==> src/rtl/tfe_pkg.sv <==
// Shared types and code values for the trinary frame encoder.
// Assumes the 2-bit position codes: 00 zero, 11 one, 01 open, 10 handled as open.
package tfe_pkg;

    typedef enum logic [1:0] {
        PH_IDLE  = 2'd0,
        PH_PILOT = 2'd1,
        PH_SYNC  = 2'd2,
        PH_BITS  = 2'd3
    } phase_t;

    localparam logic [1:0] SYM_ZERO = 2'b00;
    localparam logic [1:0] SYM_OPEN = 2'b01;
    localparam logic [1:0] SYM_ONE  = 2'b11;

    // Value of one sub-bit (half 0 or 1) of a symbol; open is 0 then 1.
    function automatic logic sub_value(input logic [1:0] code, input logic half);
        case (code)
            SYM_ZERO: return 1'b0;
            SYM_ONE:  return 1'b1;
            default:  return half;
        endcase
    endfunction

endpackage

==> src/rtl/tfe_prescaler.sv <==
// Divide-by-DIV sub-bit timer. Counts 0..DIV-1 and flags the last count.
// Assumes: clear holds it at zero while idle; restart aligns it at the end of the sync.
module tfe_prescaler #(
    parameter int DIV = 33,
    parameter int CW  = $clog2(DIV)
) (
    input  logic          clk,
    input  logic          rst_n,
    input  logic          clear,
    input  logic          restart,
    output logic [CW-1:0] cnt,
    output logic          wrap
);

    localparam logic [CW-1:0] LAST = CW'(DIV - 1);

    assign wrap = (cnt == LAST);

    // Advance the sub-bit counter, folding back to zero at the end of a sub-bit.
    always_ff @(posedge clk) begin
        if (!rst_n)                      cnt <= '0;
        else if (clear || restart || wrap) cnt <= '0;
        else                             cnt <= cnt + 1'b1;
    end

    AST_PRESCALE_RANGE: assert property (@(posedge clk) disable iff (!rst_n)
        cnt <= LAST);
    AST_PRESCALE_IDLE_ZERO: assert property (@(posedge clk) disable iff (!rst_n)
        clear |=> (cnt == '0));

endmodule

==> src/rtl/tfe_code_map.sv <==
// Maps raw position codes to the codes that are sent, and forms the enable.
// Assumes positions below NUM_ADDR are address slots and the rest are data slots.
module tfe_code_map
    import tfe_pkg::*;
#(
    parameter int                  NUM_POS      = 18,
    parameter int                  NUM_ADDR     = 12,
    parameter int                  DATA_TRIGGER = 0,
    parameter logic [NUM_POS-1:0]  USED_MASK    = '1
) (
    input  logic [2*NUM_POS-1:0] raw,
    input  logic                 te,
    output logic [2*NUM_POS-1:0] eff,
    output logic                 enable
);

    logic [NUM_POS-1:0] hit;

    for (genvar i = 0; i < NUM_POS; i++) begin : g_pos
        // A used data position that is driven high may raise the enable.
        assign hit[i] = (DATA_TRIGGER != 0) && (i >= NUM_ADDR) && USED_MASK[i]
                        && (raw[2*i +: 2] == SYM_ONE);
        if (USED_MASK[i] == 1'b0) begin : g_unused
            assign eff[2*i +: 2] = (i < NUM_ADDR) ? SYM_OPEN : SYM_ZERO;
        end else if ((DATA_TRIGGER != 0) && (i >= NUM_ADDR)) begin : g_data
            assign eff[2*i +: 2] = (raw[2*i +: 2] == SYM_ONE) ? SYM_ONE : SYM_ZERO;
        end else begin : g_pass
            assign eff[2*i +: 2] = raw[2*i +: 2];
        end
    end

    assign enable = (DATA_TRIGGER != 0) ? (|hit) : te;

endmodule

==> src/rtl/tfe_symbol_gen.sv <==
// Pulse-width level of the current sub-bit from its code, half and prescaler count.
// Assumes cnt runs 0..SUB_CLKS-1 within the sub-bit.
module tfe_symbol_gen
    import tfe_pkg::*;
#(
    parameter int SUB_CLKS = 33,
    parameter int CW       = $clog2(SUB_CLKS)
) (
    input  logic [1:0]    code,
    input  logic          half,
    input  logic [CW-1:0] cnt,
    output logic          level
);

    localparam logic [CW-1:0] SHORT_HI = CW'(SUB_CLKS / 3);
    localparam logic [CW-1:0] LONG_HI  = CW'((2 * SUB_CLKS) / 3);

    logic sv;

    // Select the high time of the sub-bit and compare it with the count.
    always_comb begin
        sv    = sub_value(code, half);
        level = (cnt < (sv ? LONG_HI : SHORT_HI));
    end

endmodule

==> src/rtl/tfe_sequencer.sv <==
// Word and burst sequencer: pilot, sync and symbol slots, three-word bursts,
// per-word code capture. Assumes pre_cnt/pre_wrap come from the prescaler it clears.
module tfe_sequencer
    import tfe_pkg::*;
#(
    parameter int NUM_POS    = 18,
    parameter int SUB_CLKS   = 33,
    parameter int PILOT_BITS = 6,
    parameter int WORDS      = 3,
    parameter int CW         = $clog2(SUB_CLKS)
) (
    input  logic                 clk,
    input  logic                 rst_n,
    input  logic                 enable,
    input  logic [2*NUM_POS-1:0] codes,
    input  logic [CW-1:0]        pre_cnt,
    input  logic                 pre_wrap,
    output phase_t               phase,
    output logic [1:0]           cur_code,
    output logic                 half,
    output logic                 pre_clear,
    output logic                 pre_restart
);

    localparam int BIT_SLOTS   = 2 * NUM_POS;
    localparam int PILOT_SLOTS = 2 * PILOT_BITS;
    localparam int MAX_SLOTS   = (BIT_SLOTS > PILOT_SLOTS) ? BIT_SLOTS : PILOT_SLOTS;
    localparam int SW          = (MAX_SLOTS > 2) ? $clog2(MAX_SLOTS) : 2;
    localparam int WW          = (WORDS > 1) ? $clog2(WORDS) : 1;
    localparam logic [SW-1:0] BIT_LAST   = SW'(BIT_SLOTS - 1);
    localparam logic [SW-1:0] PILOT_LAST = SW'(PILOT_SLOTS - 1);
    localparam logic [WW-1:0] WORD_LAST  = WW'(WORDS - 1);
    localparam logic [CW-1:0] SYNC_LAST  = CW'(SUB_CLKS / 3 - 1);

    logic [SW-1:0]        slot;
    logic [WW-1:0]        word_idx;
    logic [2*NUM_POS-1:0] snap;
    logic                 word_end;
    logic                 burst_end;

    assign word_end    = (phase == PH_BITS) && pre_wrap && (slot == BIT_LAST);
    assign burst_end   = word_end && (word_idx == WORD_LAST);
    assign pre_clear   = (phase == PH_IDLE);
    assign pre_restart = (phase == PH_SYNC) && (pre_cnt == SYNC_LAST);
    assign half        = slot[0];
    assign cur_code    = snap[{slot[SW-1:1], 1'b0} +: 2];

    // Step through pilot, sync and symbol slots; capture codes at each word start.
    always_ff @(posedge clk) begin
        if (!rst_n) begin
            phase    <= PH_IDLE;
            slot     <= '0;
            word_idx <= '0;
            snap     <= '0;
        end else begin
            case (phase)
                PH_IDLE: begin
                    if (enable) begin
                        phase    <= PH_PILOT;
                        slot     <= '0;
                        word_idx <= '0;
                        snap     <= codes;
                    end
                end
                PH_PILOT: begin
                    if (pre_wrap) begin
                        if (slot == PILOT_LAST) begin
                            phase <= PH_SYNC;
                            slot  <= '0;
                        end else begin
                            slot <= slot + 1'b1;
                        end
                    end
                end
                PH_SYNC: begin
                    if (pre_restart) phase <= PH_BITS;
                end
                PH_BITS: begin
                    if (pre_wrap) begin
                        if (slot == BIT_LAST) begin
                            slot <= '0;
                            if (word_idx == WORD_LAST) begin
                                word_idx <= '0;
                                if (enable) begin
                                    phase <= PH_PILOT;
                                    snap  <= codes;
                                end else begin
                                    phase <= PH_IDLE;
                                end
                            end else begin
                                word_idx <= word_idx + 1'b1;
                                phase    <= PH_PILOT;
                                snap     <= codes;
                            end
                        end else begin
                            slot <= slot + 1'b1;
                        end
                    end
                end
                default: phase <= PH_IDLE;
            endcase
        end
    end

    AST_WORD_CHAINS: assert property (@(posedge clk) disable iff (!rst_n)
        (word_end && !burst_end) |=> (phase == PH_PILOT));
    AST_NO_EARLY_IDLE: assert property (@(posedge clk) disable iff (!rst_n)
        ((phase != PH_IDLE) && !burst_end) |=> (phase != PH_IDLE));
    AST_BURST_REPEAT: assert property (@(posedge clk) disable iff (!rst_n)
        (burst_end && enable) |=> ((phase == PH_PILOT) && (word_idx == '0)));
    AST_CODES_HELD: assert property (@(posedge clk) disable iff (!rst_n)
        ((phase != PH_IDLE) && !word_end) |=> $stable(snap));

endmodule

==> src/rtl/trinary_frame_encoder.sv <==
// Top of the trinary remote-control frame encoder. Serialises NUM_POS three-state
// positions as pilot, sync and pulse-width symbols in bursts of WORDS words.
// Assumes a single clock; DATA_TRIGGER selects te or data-position triggering.
module trinary_frame_encoder
    import tfe_pkg::*;
#(
    parameter int                 NUM_POS      = 18,
    parameter int                 NUM_ADDR     = 12,
    parameter int                 SUB_CLKS     = 33,
    parameter int                 PILOT_BITS   = 6,
    parameter int                 WORDS        = 3,
    parameter int                 DATA_TRIGGER = 0,
    parameter logic [NUM_POS-1:0] USED_MASK    = '1
) (
    input  logic                 clk,
    input  logic                 rst_n,
    input  logic                 te,
    input  logic [2*NUM_POS-1:0] pos_code,
    output logic                 tx_out,
    output logic                 tx_active
);

    localparam int CW = $clog2(SUB_CLKS);
    localparam logic [CW-1:0] CNT_LAST = CW'(SUB_CLKS - 1);

    logic [2*NUM_POS-1:0] eff_codes;
    logic                 enable;
    logic [CW-1:0]        pre_cnt;
    logic                 pre_wrap;
    logic                 pre_clear;
    logic                 pre_restart;
    phase_t               phase;
    logic [1:0]           cur_code;
    logic                 half;
    logic                 sym_level;

    tfe_code_map #(
        .NUM_POS(NUM_POS), .NUM_ADDR(NUM_ADDR),
        .DATA_TRIGGER(DATA_TRIGGER), .USED_MASK(USED_MASK)
    ) u_map (
        .raw(pos_code), .te(te), .eff(eff_codes), .enable(enable)
    );

    tfe_prescaler #(.DIV(SUB_CLKS), .CW(CW)) u_pre (
        .clk(clk), .rst_n(rst_n), .clear(pre_clear), .restart(pre_restart),
        .cnt(pre_cnt), .wrap(pre_wrap)
    );

    tfe_sequencer #(
        .NUM_POS(NUM_POS), .SUB_CLKS(SUB_CLKS), .PILOT_BITS(PILOT_BITS),
        .WORDS(WORDS), .CW(CW)
    ) u_seq (
        .clk(clk), .rst_n(rst_n), .enable(enable), .codes(eff_codes),
        .pre_cnt(pre_cnt), .pre_wrap(pre_wrap), .phase(phase),
        .cur_code(cur_code), .half(half),
        .pre_clear(pre_clear), .pre_restart(pre_restart)
    );

    tfe_symbol_gen #(.SUB_CLKS(SUB_CLKS), .CW(CW)) u_sym (
        .code(cur_code), .half(half), .cnt(pre_cnt), .level(sym_level)
    );

    // Drive the line: high through sync, symbol pulses in the bit slots, low otherwise.
    always_comb begin
        tx_out = (phase == PH_SYNC) || ((phase == PH_BITS) && sym_level);
    end

    if (DATA_TRIGGER != 0) begin : g_ind
        assign tx_active = (phase != PH_IDLE);
        AST_LINE_NEEDS_INDICATOR: assert property (@(posedge clk) disable iff (!rst_n)
            tx_out |-> tx_active);
    end else begin : g_no_ind
        assign tx_active = 1'b0;
    end

    AST_IDLE_QUIET: assert property (@(posedge clk) disable iff (!rst_n)
        (phase == PH_IDLE) |-> (!tx_out && !tx_active));
    AST_PILOT_LOW: assert property (@(posedge clk) disable iff (!rst_n)
        (phase == PH_PILOT) |-> !tx_out);
    AST_SYNC_HIGH: assert property (@(posedge clk) disable iff (!rst_n)
        (phase == PH_SYNC) |-> tx_out);
    AST_SUBBIT_LEADS_HIGH: assert property (@(posedge clk) disable iff (!rst_n)
        ((phase == PH_BITS) && (pre_cnt == '0)) |-> tx_out);
    AST_SUBBIT_ENDS_LOW: assert property (@(posedge clk) disable iff (!rst_n)
        ((phase == PH_BITS) && (pre_cnt == CNT_LAST)) |-> !tx_out);

endmodule

==> config.mk <==
export PLATFORM = sky130hd
export DESIGN_NAME = trinary_frame_encoder
export DESIGN_NICKNAME = d
export VERILOG_FILES = /design/src/rtl/tfe_pkg.sv /design/src/rtl/tfe_prescaler.sv /design/src/rtl/tfe_code_map.sv /design/src/rtl/tfe_symbol_gen.sv /design/src/rtl/tfe_sequencer.sv /design/src/rtl/trinary_frame_encoder.sv
export SDC_FILE = /design/constraint.sdc
export NUM_CORES = 1
export LEC_CHECK = 0
export BUFFER_PORTS_ARGS = -buffer_cell sky130_fd_sc_hd__buf_4
export CORE_ASPECT_RATIO = 0.5
export CORE_MARGIN = 2
export CORE_UTILIZATION = 53
export CTS_BUF_LIST = sky130_fd_sc_hd__clkbuf_2 sky130_fd_sc_hd__clkbuf_4 sky130_fd_sc_hd__clkbuf_8
export DETAILED_ROUTE_END_ITERATION = 8
export MAX_ROUTING_LAYER = met4
export PLACE_DENSITY = 0.79
export SLEW_MARGIN = 20
export SYNTH_ARGS = -nofsm -noshare
export SYNTH_HDL_FRONTEND = slang
export SYNTH_SLANG_ARGS = --single-unit
==> constraint.sdc <==
create_clock -name clk -period 3.2 [get_ports clk]
set_input_delay 0.32 -clock clk [delete_from_list [all_inputs] [get_ports clk]]
set_output_delay 0.32 -clock clk [all_outputs]
set_load 0.02 [all_outputs]
==> summary.txt <==
Global route
  – Initial antenna violation count: 0
  – Largest net degree at the start of global routing: 73
  – Number of global-route vias before repair: 2127
  – First-pass GRT wire length: 9720 um
  – Congestion Overflow GR: 0
  – Total global-route track usage: 0.221

Finish
  – Share of layout cells above drive strength 1: 0.261
  – Layout area overhead: 20.4%
  – Nets: 400
  – Final Non-Filler Cells: between 400 and 500
  – # diodes: 0

Setup path
  – Worst path slowest cell: mux4_2
  – R2r startpoint: u_seq.slot[1]$_SDFFE_PN0P_
  – Max FO, Critical Path: 5
  – WS Path Type: flip-flop to output pin
  – CP Capture Type: output pin
  – Worst Path Required: 2.88 ns
  – Critical Path Start: u_seq.slot[1]$_SDFFE_PN0P_
  – RR Endpoint: u_seq.slot[1]$_SDFFE_PN0P_
  – Worst r2r path cells: 8
  – Reg2Reg Setup Slack: approximately 0.93 ns
  – Crit path cell chain: mux4_2, mux2i_1, o32a_1, o21ai_2, ha_4, mux2i_4, inv_2, ha_4, nand3b_1, a211o_1, a41o_1, buf_6
  – WP data arrival: around 3.3 ns
  – CP peak stage delay: 0.50 ns
  – CP most frequent cell: ha_4
  – Setup crit start kind: flip-flop

Synthesis
  – YS warnings: 0
  – Post-synth top cells: 52 x dfxtp_1, 41 x nand2_1, 40 x nand3_1, 40 x o21ai_0, 19 x nor2_1
  – Synth top area share: 0.383
  – Most numerous cell in the Yosys netlist: dfxtp_1
  – Sequential share of the synthesized area: 0.383
  – Yosys reg bits: 52
  – Synthesized area: 2720 um^2
  – Synth Instances: 308
  – Main flop type after synthesis: dfxtp_1
  – Async S/R FF share, synth: 0
  – Top post-synthesis cells by area: dfxtp_1 38%, nand3_1 7.4%, o21ai_0 7.4%
  – Number of flops mapped to enable cells by yosys: 0
  – Syn avg cell area: between 8 and 9 um^2
  – Synth unique cells: about 50
  – Synth area leader: dfxtp_1
  – Syn nets: around 360

Job
  – Max-Cap Viols: 0

Floorplan
  – Area of the die: 5750 um^2
  – Row Count: 18
  – Die Y-Extent: between 50 and 60 um
  – Initial core utilization: 0.551
  – Core footprint: about 4900 um^2
  – IO Pins: a little over 40
  – Die X: ~110 um

Pwr
  – Power Density: around 670 nW/um^2
  – Sequential fraction of design power: 0.408
  – Switching pwr: 0.799 mW
  – Leakage: ~1.2 nW
  – Internal power: ~1.4 mW
  – Comb power frac: 0.396
  – Sw Ratio: 0.367
  – Peak supply drop: between 0.3 and 0.4 mV
  – Clock power frac: 0.196

STA
  – Setup TNS: -0.429 ns
  – Setup violations, final: 1
  – Worst-Margin Slew: 0.581 ns
  – Skew final: about 0.004 ns
  – Final hold violation count: 0
  – Final Cycle Share: 1.13
  – RSZ-0062 raised after global routing: yes
  – Fmax: between 0.2 and 0.3 GHz
  – Fin. max-slew vios: 0
  – Rel. slew slack: 0.613
  – Tmin final: around 3.6 ns
  – Final WS setup: -0.429 ns

Worst hold path
  – Hold crit path type: input pin to flip-flop
  – Worst Hold Path EP: u_seq.snap[21]$_SDFFE_PN0P_
  – Worst hold path depth: 3
  – Critical hold path startpoint: pos_code[21]

Routing
  – DRT iter0 DRCs: a little under 90
  – DRT Pass-1 Iters: 4
  – Total Wirelength: 5860 um
  – Average wire per standard cell: approximately 14 um
  – DR DRC count: 0
  – Vias per cell: between 5 and 6
  – Antenna viol nets, final: 0
  – DR vias: ~2300

Clocking
  – Cts hold-fix bufs: 0
  – Insertion delay to the later sink of the worst-skew pair: around 0.3 ns
  – Clk slew on worst S/H paths: ~0.09 ns
  – Clock sinks: 52
  – Num CTS Buffers: 5
  – Clk buf depth: 2
  – Root Buffer: clkbuf_8
  – Number of H-tree levels: 2
  – CTS tree: built

Placement
  – Post-Place Cells: 406
  – # port buffers: 39
  – Detailed placement HPWL: between 4000 and 5000 um
  – Routability cong.: 0.825

Status
  – Outcome: finished, violations left
  – Failing checks: negative setup slack
worst max-delay path, delay by kind of cell (launching register included):
kind,cells,cell delay [ns]
DFF,1,0.40
and+or+nand+nor,1,0.08
buffers and inverters,2,0.21
adders and majority gates,2,0.58
AOI/OAI and AO/OA,4,0.79
muxes,3,0.94
registers in the layout, indices dropped and copies added, names as in the netlist:
name	flops
u_pre.cnt	6
u_seq.phase	2
u_seq.snap	36
u_seq.slot	6
u_seq.word_idx	2
metal layers:
metal / part of all wire / GRT usage
met5: 0 / -
met4: 0.013 / 0.0711
met3: 0.036 / 0.0548
met2: 0.48 / 0.359
met1: 0.47 / 0.278
how the worst max path moves through the flow:
stage               endpoint  cells past startpoint  slack, ns
floorplan             tx_out                     11      0.007
global placement      tx_out                     11      -0.17
CTS                   tx_out                     12      -0.50
global route          tx_out                     12      -0.55
finish                tx_out                     12      -0.43
detailed placement    tx_out                     11      -0.31
cells by family after synthesis:
family | count (synthesis) | share of synthesized area
and+or+nand+nor | 121 | 0.229
AOI/OAI and AO/OA | 64 | 0.140
DFF | 52 | 0.383
buffers and inverters | 33 | 0.0663
muxes | 18 | 0.103
adders and majority gates | 11 | 0.0506
xor gates and xnor gates | 8 | 0.0258
other | 1 | 0.00138
timing repair:
item	4_1_cts	5_1_grt
cloned	0	0
setup endpoints to repair	1	1
gates resized for setup	6	7
buffers inserted	5	2
pin swaps	4	3
hold endpoints to repair	0	0
cell type report:
cell class / count / area, um^2
multi-input combinational: 223 / 1550
clock inverter: 1 / 30.0
tap: 70 / 87.6
timing repair buffer: 57 / 444
fill: 389 / 1660
clock buffer: 5 / 68.8
inverter: 11 / 41.3
sequential: 52 / 1050
power by group through the flow:
| stage | clock, mW | combinational, mW | sequential, mW |
|---|---|---|---|
| floorplan | 0 | 0.678 | 0.861 |
| global placement | 0 | 0.761 | 0.897 |
| detailed placement | 0 | 0.791 | 0.898 |
| CTS | 0.438 | 0.829 | 0.884 |
| global route | 0.463 | 0.969 | 0.904 |
| finish | 0.427 | 0.863 | 0.887 |
placed cells by master (no fill, tap or decap), types with 2 or more instances in the layout:
cell,count
ha_1,9
ha_4,2
clkbuf_8,5
o21ai_0,38
mux2i_2,2
a31oi_1,2
o21ai_2,2
a21oi_1,4
nor3b_1,2
dfxtp_1,50
inv_1,10
xnor2_1,6
o21ai_1,4
dfxtp_4,2
nor2_1,19
nand2_1,41
nand4_1,2
nand3_1,40
buf_4,55
nand2b_1,3
o32a_1,2
mux4_2,8
mux2i_1,7
xor2_1,2
per-stage QoR:
step	cell area, um^2	power, mW	setup slack [ns]	hold WS [ns]	utilization
after floorplan	2750	1.54	0.00682	0.425	-
after global placement	3060	1.66	-0.174	0.443	0.619
after detailed placement	3060	1.69	-0.310	0.449	0.619
after CTS	3210	2.15	-0.500	0.217	0.650
after global routing	3270	2.34	-0.549	0.225	0.664
final	3270	2.18	-0.429	0.225	0.664
Note: power is estimated with default switching activity, not from simulation.
